## config.mk

```make
export PLATFORM = sky130hd
export DESIGN_NAME = irq_route
export DESIGN_NICKNAME = d
export VERILOG_FILES = /design/src/rtl/irq_route_pkg.sv /design/src/rtl/irq_leaf_reg.sv /design/src/rtl/irq_stage.sv /design/src/rtl/irq_route.sv
export SDC_FILE = /design/constraint.sdc
export NUM_CORES = 1
export LEC_CHECK = 0
export ABC_AREA = 1
export BUFFER_PORTS_ARGS = -buffer_cell sky130_fd_sc_hd__buf_2
export CAP_MARGIN = 10
export CORE_MARGIN = 2
export CORE_UTILIZATION = 35
export DETAILED_ROUTE_END_ITERATION = 16
export GPL_TIMING_DRIVEN = 0
export SYNTH_ARGS = -nofsm -noshare
export SYNTH_HDL_FRONTEND = slang
export SYNTH_SLANG_ARGS = --single-unit
```

## constraint.sdc

```tcl
create_clock -name clk_i -period 4.4 [get_ports clk_i]
set_input_delay 0.66 -clock clk_i [delete_from_list [all_inputs] [get_ports clk_i]]
set_output_delay 0.66 -clock clk_i [all_outputs]
set_load 0.01 [all_outputs]
```

## src/rtl/irq_route_pkg.sv

```systemverilog
package irq_route_pkg;
  localparam int ADDR_W      = 6;
  localparam int DATA_W      = 32;
  localparam int MID_W       = 2;
  localparam int CTRL_STRIDE = 8;
  localparam int PIN_BASE    = 16;
  localparam int PIN_STRIDE  = 4;

  // per-controller offsets
  localparam int OFF_EVT_CAP = 0;
  localparam int OFF_EVT_EN  = 1;
  localparam int OFF_VEC_CAP = 2;
  localparam int OFF_VEC_EN  = 3;
  localparam int OFF_MID_ST  = 4;
  localparam int OFF_MID_ENA = 5;
  localparam int OFF_MID_DIS = 6;
  localparam int OFF_MID_MSK = 7;
  // per-pin offsets
  localparam int OFF_TOP_ST  = 0;
  localparam int OFF_TOP_ENA = 1;
  localparam int OFF_TOP_DIS = 2;
  localparam int OFF_TOP_MSK = 3;

  function automatic logic [ADDR_W-1:0] ctrl_addr(input int c, input int off);
    return ADDR_W'(c * CTRL_STRIDE + off);
  endfunction

  function automatic logic [ADDR_W-1:0] pin_addr(input int p, input int off);
    return ADDR_W'(PIN_BASE + p * PIN_STRIDE + off);
  endfunction
endpackage

```

## src/rtl/irq_leaf_reg.sv

```systemverilog
module irq_leaf_reg #(
  parameter int W = 8
) (
  input  logic         clk_i,
  input  logic         rst_ni,
  input  logic [W-1:0] set_i,
  input  logic         clr_we_i,
  input  logic         en_we_i,
  input  logic [W-1:0] wdata_i,
  output logic [W-1:0] cap_o,
  output logic [W-1:0] en_o,
  output logic         line_o
);
  logic [W-1:0] clr_mask;
  assign clr_mask = clr_we_i ? wdata_i : '0;

  always_ff @(posedge clk_i or negedge rst_ni) begin
    if (!rst_ni) begin
      cap_o  <= '0;
      en_o   <= '0;
      line_o <= 1'b0;
    end else begin
      cap_o  <= (cap_o & ~clr_mask) | set_i;  // set wins
      if (en_we_i) en_o <= wdata_i;
      line_o <= |(cap_o & en_o);
    end
  end

  AST_SET_WINS: assert property (@(posedge clk_i) disable iff (!rst_ni)
    (|set_i) |=> ((cap_o & $past(set_i)) == $past(set_i)));

  AST_CLOSED_LEAF: assert property (@(posedge clk_i) disable iff (!rst_ni)
    ($past(en_o) == '0) |-> !line_o);
endmodule

```

## src/rtl/irq_stage.sv

```systemverilog
module irq_stage #(
  parameter int W = 2
) (
  input  logic         clk_i,
  input  logic         rst_ni,
  input  logic [W-1:0] src_i,
  input  logic         st_clr_we_i,
  input  logic         ena_we_i,
  input  logic         dis_we_i,
  input  logic [W-1:0] wdata_i,
  output logic [W-1:0] status_o,
  output logic [W-1:0] mask_o,
  output logic         line_o
);
  logic [W-1:0] clr_bits, ena_bits, dis_bits;
  assign clr_bits = st_clr_we_i ? wdata_i : '0;
  assign ena_bits = ena_we_i    ? wdata_i : '0;
  assign dis_bits = dis_we_i    ? wdata_i : '0;

  always_ff @(posedge clk_i or negedge rst_ni) begin
    if (!rst_ni) begin
      status_o <= '0;
      mask_o   <= '1;
      line_o   <= 1'b0;
    end else begin
      status_o <= (status_o & ~clr_bits) | src_i;
      mask_o   <= (mask_o & ~ena_bits) | dis_bits;
      line_o   <= |(status_o & ~mask_o);
    end
  end

  AST_DIS_SETS_MASK: assert property (@(posedge clk_i) disable iff (!rst_ni)
    dis_we_i |=> ((mask_o & $past(wdata_i)) == $past(wdata_i)));

  AST_ENA_CLEARS_MASK: assert property (@(posedge clk_i) disable iff (!rst_ni)
    ena_we_i |=> ((mask_o & $past(wdata_i)) == '0));

  AST_MASK_BLOCKS: assert property (@(posedge clk_i) disable iff (!rst_ni)
    $past(&mask_o) |-> !line_o);

  AST_STATUS_STICKY: assert property (@(posedge clk_i) disable iff (!rst_ni)
    !st_clr_we_i |=> ((status_o & $past(status_o)) == $past(status_o)));
endmodule

```

## src/rtl/irq_route.sv

```systemverilog
module irq_route
  import irq_route_pkg::*;
#(
  parameter int N_CTRL = 2,
  parameter int N_PIN  = 3,
  parameter int EVT_W  = 8,
  parameter int VEC_W  = 32
) (
  input  logic                      clk_i,
  input  logic                      rst_ni,
  input  logic                      we_i,
  input  logic [ADDR_W-1:0]         addr_i,
  input  logic [DATA_W-1:0]         wdata_i,
  output logic [DATA_W-1:0]         rdata_o,
  input  logic [N_CTRL*EVT_W-1:0]   evt_i,
  input  logic [N_CTRL*VEC_W-1:0]   vec_i,
  output logic [N_PIN-1:0]          irq_o
);
  localparam int TOP_W = N_CTRL + 1;  // bit 0 reserved, bit c+1 = controller c

  logic [EVT_W-1:0] evt_cap [N_CTRL];
  logic [EVT_W-1:0] evt_en  [N_CTRL];
  logic [VEC_W-1:0] vec_cap [N_CTRL];
  logic [VEC_W-1:0] vec_en  [N_CTRL];
  logic [MID_W-1:0] mid_st  [N_CTRL];
  logic [MID_W-1:0] mid_msk [N_CTRL];
  logic [N_CTRL-1:0] mid_line;
  logic [TOP_W-1:0] top_st  [N_PIN];
  logic [TOP_W-1:0] top_msk [N_PIN];
  logic [TOP_W-1:0] top_src;

  function automatic logic wr_hit(input logic [ADDR_W-1:0] a);
    return we_i && (addr_i == a);
  endfunction

  for (genvar c = 0; c < N_CTRL; c++) begin : g_ctrl
    logic evt_line, vec_line;

    irq_leaf_reg #(.W(EVT_W)) u_evt (
      .clk_i, .rst_ni,
      .set_i   (evt_i[c*EVT_W +: EVT_W]),
      .clr_we_i(wr_hit(ctrl_addr(c, OFF_EVT_CAP))),
      .en_we_i (wr_hit(ctrl_addr(c, OFF_EVT_EN))),
      .wdata_i (wdata_i[EVT_W-1:0]),
      .cap_o   (evt_cap[c]),
      .en_o    (evt_en[c]),
      .line_o  (evt_line)
    );

    irq_leaf_reg #(.W(VEC_W)) u_vec (
      .clk_i, .rst_ni,
      .set_i   (vec_i[c*VEC_W +: VEC_W]),
      .clr_we_i(wr_hit(ctrl_addr(c, OFF_VEC_CAP))),
      .en_we_i (wr_hit(ctrl_addr(c, OFF_VEC_EN))),
      .wdata_i (wdata_i[VEC_W-1:0]),
      .cap_o   (vec_cap[c]),
      .en_o    (vec_en[c]),
      .line_o  (vec_line)
    );

    irq_stage #(.W(MID_W)) u_mid (
      .clk_i, .rst_ni,
      .src_i      ({vec_line, evt_line}),
      .st_clr_we_i(wr_hit(ctrl_addr(c, OFF_MID_ST))),
      .ena_we_i   (wr_hit(ctrl_addr(c, OFF_MID_ENA))),
      .dis_we_i   (wr_hit(ctrl_addr(c, OFF_MID_DIS))),
      .wdata_i    (wdata_i[MID_W-1:0]),
      .status_o   (mid_st[c]),
      .mask_o     (mid_msk[c]),
      .line_o     (mid_line[c])
    );
  end

  assign top_src = {mid_line, 1'b0};

  for (genvar p = 0; p < N_PIN; p++) begin : g_pin
    irq_stage #(.W(TOP_W)) u_top (
      .clk_i, .rst_ni,
      .src_i      (top_src),
      .st_clr_we_i(wr_hit(pin_addr(p, OFF_TOP_ST))),
      .ena_we_i   (wr_hit(pin_addr(p, OFF_TOP_ENA))),
      .dis_we_i   (wr_hit(pin_addr(p, OFF_TOP_DIS))),
      .wdata_i    (wdata_i[TOP_W-1:0]),
      .status_o   (top_st[p]),
      .mask_o     (top_msk[p]),
      .line_o     (irq_o[p])
    );
  end

  // read mux; enable/disable addresses fall through to zero
  always_comb begin
    rdata_o = '0;
    for (int c = 0; c < N_CTRL; c++) begin
      if (addr_i == ctrl_addr(c, OFF_EVT_CAP)) rdata_o = DATA_W'(evt_cap[c]);
      if (addr_i == ctrl_addr(c, OFF_EVT_EN))  rdata_o = DATA_W'(evt_en[c]);
      if (addr_i == ctrl_addr(c, OFF_VEC_CAP)) rdata_o = DATA_W'(vec_cap[c]);
      if (addr_i == ctrl_addr(c, OFF_VEC_EN))  rdata_o = DATA_W'(vec_en[c]);
      if (addr_i == ctrl_addr(c, OFF_MID_ST))  rdata_o = DATA_W'(mid_st[c]);
      if (addr_i == ctrl_addr(c, OFF_MID_MSK)) rdata_o = DATA_W'(mid_msk[c]);
    end
    for (int p = 0; p < N_PIN; p++) begin
      if (addr_i == pin_addr(p, OFF_TOP_ST))  rdata_o = DATA_W'(top_st[p]);
      if (addr_i == pin_addr(p, OFF_TOP_MSK)) rdata_o = DATA_W'(top_msk[p]);
    end
  end

  AST_RESERVED_BIT_IDLE: assert property (@(posedge clk_i) disable iff (!rst_ni)
    !top_st[0][0]);
endmodule

```

==> impl_metrics.env <==
export IMPL_dp_slack_ns=1.242
export IMPL_synth_seq_cells=195
export IMPL_hold_class="input port to asynchronous set/reset pin"
export IMPL_path_max_fanout=6
export IMPL_n_antenna_cell=0
export IMPL_finalCritPeriodShare_pct=73.69
export IMPL_drtPass1Iterations=5
export IMPL_cts_setup_buffers=0
export IMPL_final_nets=1417
export IMPL_synth_fp_nets=1243
export IMPL_synth_cell_types=37
export IMPL_clk_pin_slew_worst_paths_ns=0.07
export IMPL_clock_sinks=195
export IMPL_seq_power_share_pct=49.7
export IMPL_grt_pass1_wl_um=46400
export IMPL_arrival_ns=2.58
export IMPL_slew_headroom_pct=51.60
export IMPL_core_sq_um=25980
export IMPL_synthMuxAreaShare_pct=0.1085
export IMPL_synth_adder_area_share_pct=0
export IMPL_vias_per_cell=5.181
export IMPL_clock_latency_ns=0.45
export IMPL_finalSetupViolations=0
export IMPL_start_util_pct=35.50
export IMPL_io_buffers=154
export IMPL_switchingPower_w=0.001153
export IMPL_layoutNonFillerInstCount=1644
export IMPL_synthSimpleGateAreaFrac_pct=19.25
export IMPL_yosysSeqAreaShare_pct=53.08
export IMPL_cp_cell_sequence="buf_2, nor2_1, nand2_1, nor2_2, inv_1, o21ai_1, o22ai_1, nand4_1, nand2_1, nand4_1, nor2_1, nand3_1, buf_2"
export IMPL_p_leak_nw=5.382
export IMPL_io_pins=156
export IMPL_drive_gt1_share_pct=18.11
export IMPL_layout_common_cells="nand2_1, o21ai_0, dfrtp_1"
export IMPL_cpLargestDelayFamily="simple AND/OR/NAND/NOR gates"
export IMPL_critPathLaunchType="input port"
export IMPL_grtUsageTotal_pct=21.51
export IMPL_setup_slack_ns=1.158
export IMPL_htreeDepth=4
export IMPL_grt_pass1_vias=8331
export IMPL_grt_max_degree=105
export IMPL_dp_hpwl_um=21560
export IMPL_vdd_drop_max_v=0.0002242
export IMPL_required_ns=3.74
export IMPL_vias=8518
export IMPL_syn_avg_cell_area_sq_um=8.221
export IMPL_postRouteAntennaNets=0
export IMPL_outcome="complete, no violations"
export IMPL_cts_repair_resized=0
export IMPL_cts_tree="done"
export IMPL_setup_tns_ns=0
export IMPL_layout_commonest_cell="nand2_1"
export IMPL_yosys_warnings=0
export IMPL_die_y_um=166.3
export IMPL_critPathSlowestCell="nor2_2"
export IMPL_antenna_found_initial=0
export IMPL_cellPowerDensity_nw_per_um2=369.5
export IMPL_wirelength_um=29400
export IMPL_grt_overflow=0
export IMPL_p_int_w=0.002928
export IMPL_holdBufCountCts=0
export IMPL_place_congestion=0.9181
export IMPL_drtIter0Drc=590
export IMPL_tightest_slew_ns=0.7260
export IMPL_cts_buffers=17
export IMPL_synth_top_family_by_area="simple AND/OR/NAND/NOR gates"
export IMPL_cts_root_buf="clkbuf_16"
export IMPL_synth_compound_area_share_pct=19.14
export IMPL_post_route_drc_count=0
export IMPL_hold_violations=0
export IMPL_nFillCells=2710
export IMPL_drv_slew=0
export IMPL_combPwrFrac_pct=11.4
export IMPL_hold_ws_ns=0.2138
export IMPL_netSwitchingFraction_pct=28.24
export IMPL_syn_area_sq_um=9224
export IMPL_layout_area_overhead_vs_synth_pct=19.72
export IMPL_rsz0062_at_grt="no"
export IMPL_cp_num_buf_inv=3
export IMPL_max_stage_delay_ns=0.28
export IMPL_total_power_w=0.004081
export IMPL_row_count=59
export IMPL_clock_skew_final_ns=0.01067
export IMPL_max_freq_mhz=308.4
export IMPL_place_inst=1612
export IMPL_worstSetupPathType="input port to output pin"
export IMPL_end_kind="output pin"
export IMPL_synthXorXnorAreaFrac_pct=0
export IMPL_clk_path_buf_depth=2
export IMPL_fp_dieW_um=166.3
export IMPL_power_frac_clock_pct=38.9
export IMPL_wl_per_cell_um=17.88
export IMPL_synth_cells=1122
export IMPL_fin_crit_ns=3.242
export IMPL_max_cap_viol_count=0
export IMPL_fp_dieArea_sq_um=27670
-- power by group through the flow --
stage                     combinational (W)  clock [W]  sequential (W)
after floorplan                    0.000263          0         0.00203
after global placement             0.000461          0         0.00205
after detailed placement           0.000472          0         0.00206
after CTS                          0.000474    0.00162         0.00202
after global routing               0.000530    0.00169         0.00204
final                              0.000465    0.00159         0.00203
-- worst reg2reg max path, delay by kind of cell, from the launching register on --
kind | cells | cell delay (ns)
AO/OA/AOI/OAI | 2 | 0.39
buffers and inverters | 1 | 0.11
flip-flops | 1 | 0.37
AND/OR/NAND/NOR | 3 | 0.73
-- area by class of cell --
class / count / area [sq um] / share of cell area [%]
Inverter: 161 / 604.3 / 5.472
Buffer: 39 / 172.7 / 1.564
Timing Repair Buffer: 155 / 808.3 / 7.319
Tap cell: 335 / 419.2 / 3.796
Clock buffer: 19 / 432.9 / 3.920
Sequential cell: 195 / 4896 / 44.33
Multi-Input combinational cell: 727 / 3551 / 32.16
Clock inverter: 13 / 158.9 / 1.439
-- logic make-up (layout without fill, tap and decap cells) --
family | count (synthesis) | in the layout
simple gates | 426 | 426
buf+inv | 200 | 387
flops | 195 | 195
mux | 1 | 1
compound gates | 300 | 300
-- path summary, 6_finish.rpt --
path	startpoint	endpoint	slack, ns	depth (start not counted)
max	addr_i[1]	rdata_o[2]	1.16	13
min	rst_ni	g_pin[2].u_top.line_o	0.21	1
max reg2reg	g_ctrl[1].u_vec.cap_o[14]	g_ctrl[1].u_vec.line_o	2.64	6
min reg2reg	g_ctrl[1].u_vec.line_o	g_ctrl[1].u_mid.status_o[1]	0.44	1
max in group asynchronous	rst_ni	g_ctrl[1].u_vec.cap_o[13]	3.20	2
min in group clk_i	vec_i[37]	g_ctrl[1].u_vec.cap_o[5]	0.39	3
-- per-layer routing --
metal / track usage, % / vias to the layer above / part of all wire [%] / wire (um)
met5: 0 / - / 0 / 0
li1: - / 4025 / - / -
met1: 30.35 / 4134 / 46 / 13460
met4: 6.409 / 0 / 1.9 / 558
met2: 33.74 / 322 / 46 / 13470
met3: 4.147 / 37 / 6.5 / 1914
-- per-stage QoR --
stage / instance area [sq um] / utilization [%]
floorplan: 9224 / -
global placement: 10410 / 40.08
detailed placement: 10450 / 40.22
CTS: 11040 / 42.50
global route: 11040 / 42.50
finish: 11040 / 42.50
-- flip-flops by register name (all words and copies together) (netlist names) --
register and flops:
g_ctrl.u_vec.line_o 2, g_ctrl.u_evt.en_o 16, g_ctrl.u_evt.cap_o 16, g_ctrl.u_vec.cap_o 64, g_ctrl.u_mid.line_o 2, g_ctrl.u_mid.mask_o 4
g_pin.u_top.mask_o 9, g_pin.u_top.line_o 3, g_ctrl.u_mid.status_o 4, g_ctrl.u_vec.en_o 64, g_pin.u_top.status_o 9, g_ctrl.u_evt.line_o 2
-- Yosys cell counts --
cell,n,area share (%)
nand2_4,3,0.37
a221o_1,2,0.22
nand2_1,309,13
a22o_1,8,0.76
clkbuf_2,1,0.054
nor2_1,45,1.8
inv_1,155,6.3
nor3_1,6,0.33
nand4_1,12,0.81
o211ai_1,1,0.081
o21ai_1,5,0.27
a21oi_1,18,0.98
or2_2,1,0.068
dfrtp_1,182,49
mux2i_1,1,0.11
nor2_2,5,0.34
buf_1,1,0.041
nor2_8,1,0.22
a41oi_1,1,0.095
nor2_4,2,0.24
dfstp_2,13,3.7
nand3_1,31,1.7
o21bai_1,18,1.5
o31ai_1,1,0.081
inv_2,6,0.24
o22ai_1,9,0.61
nor4_1,2,0.14
or2_0,1,0.068
o21ai_0,186,10
nor3_2,1,0.11
a221oi_1,17,1.6
buf_2,8,0.43
a22oi_1,26,2.1
nand2_2,7,0.47
o221ai_1,8,0.76
clkbuf_1,25,1.0
buf_4,4,0.33
No activity file was read; power rests on OpenSTA's default activity.
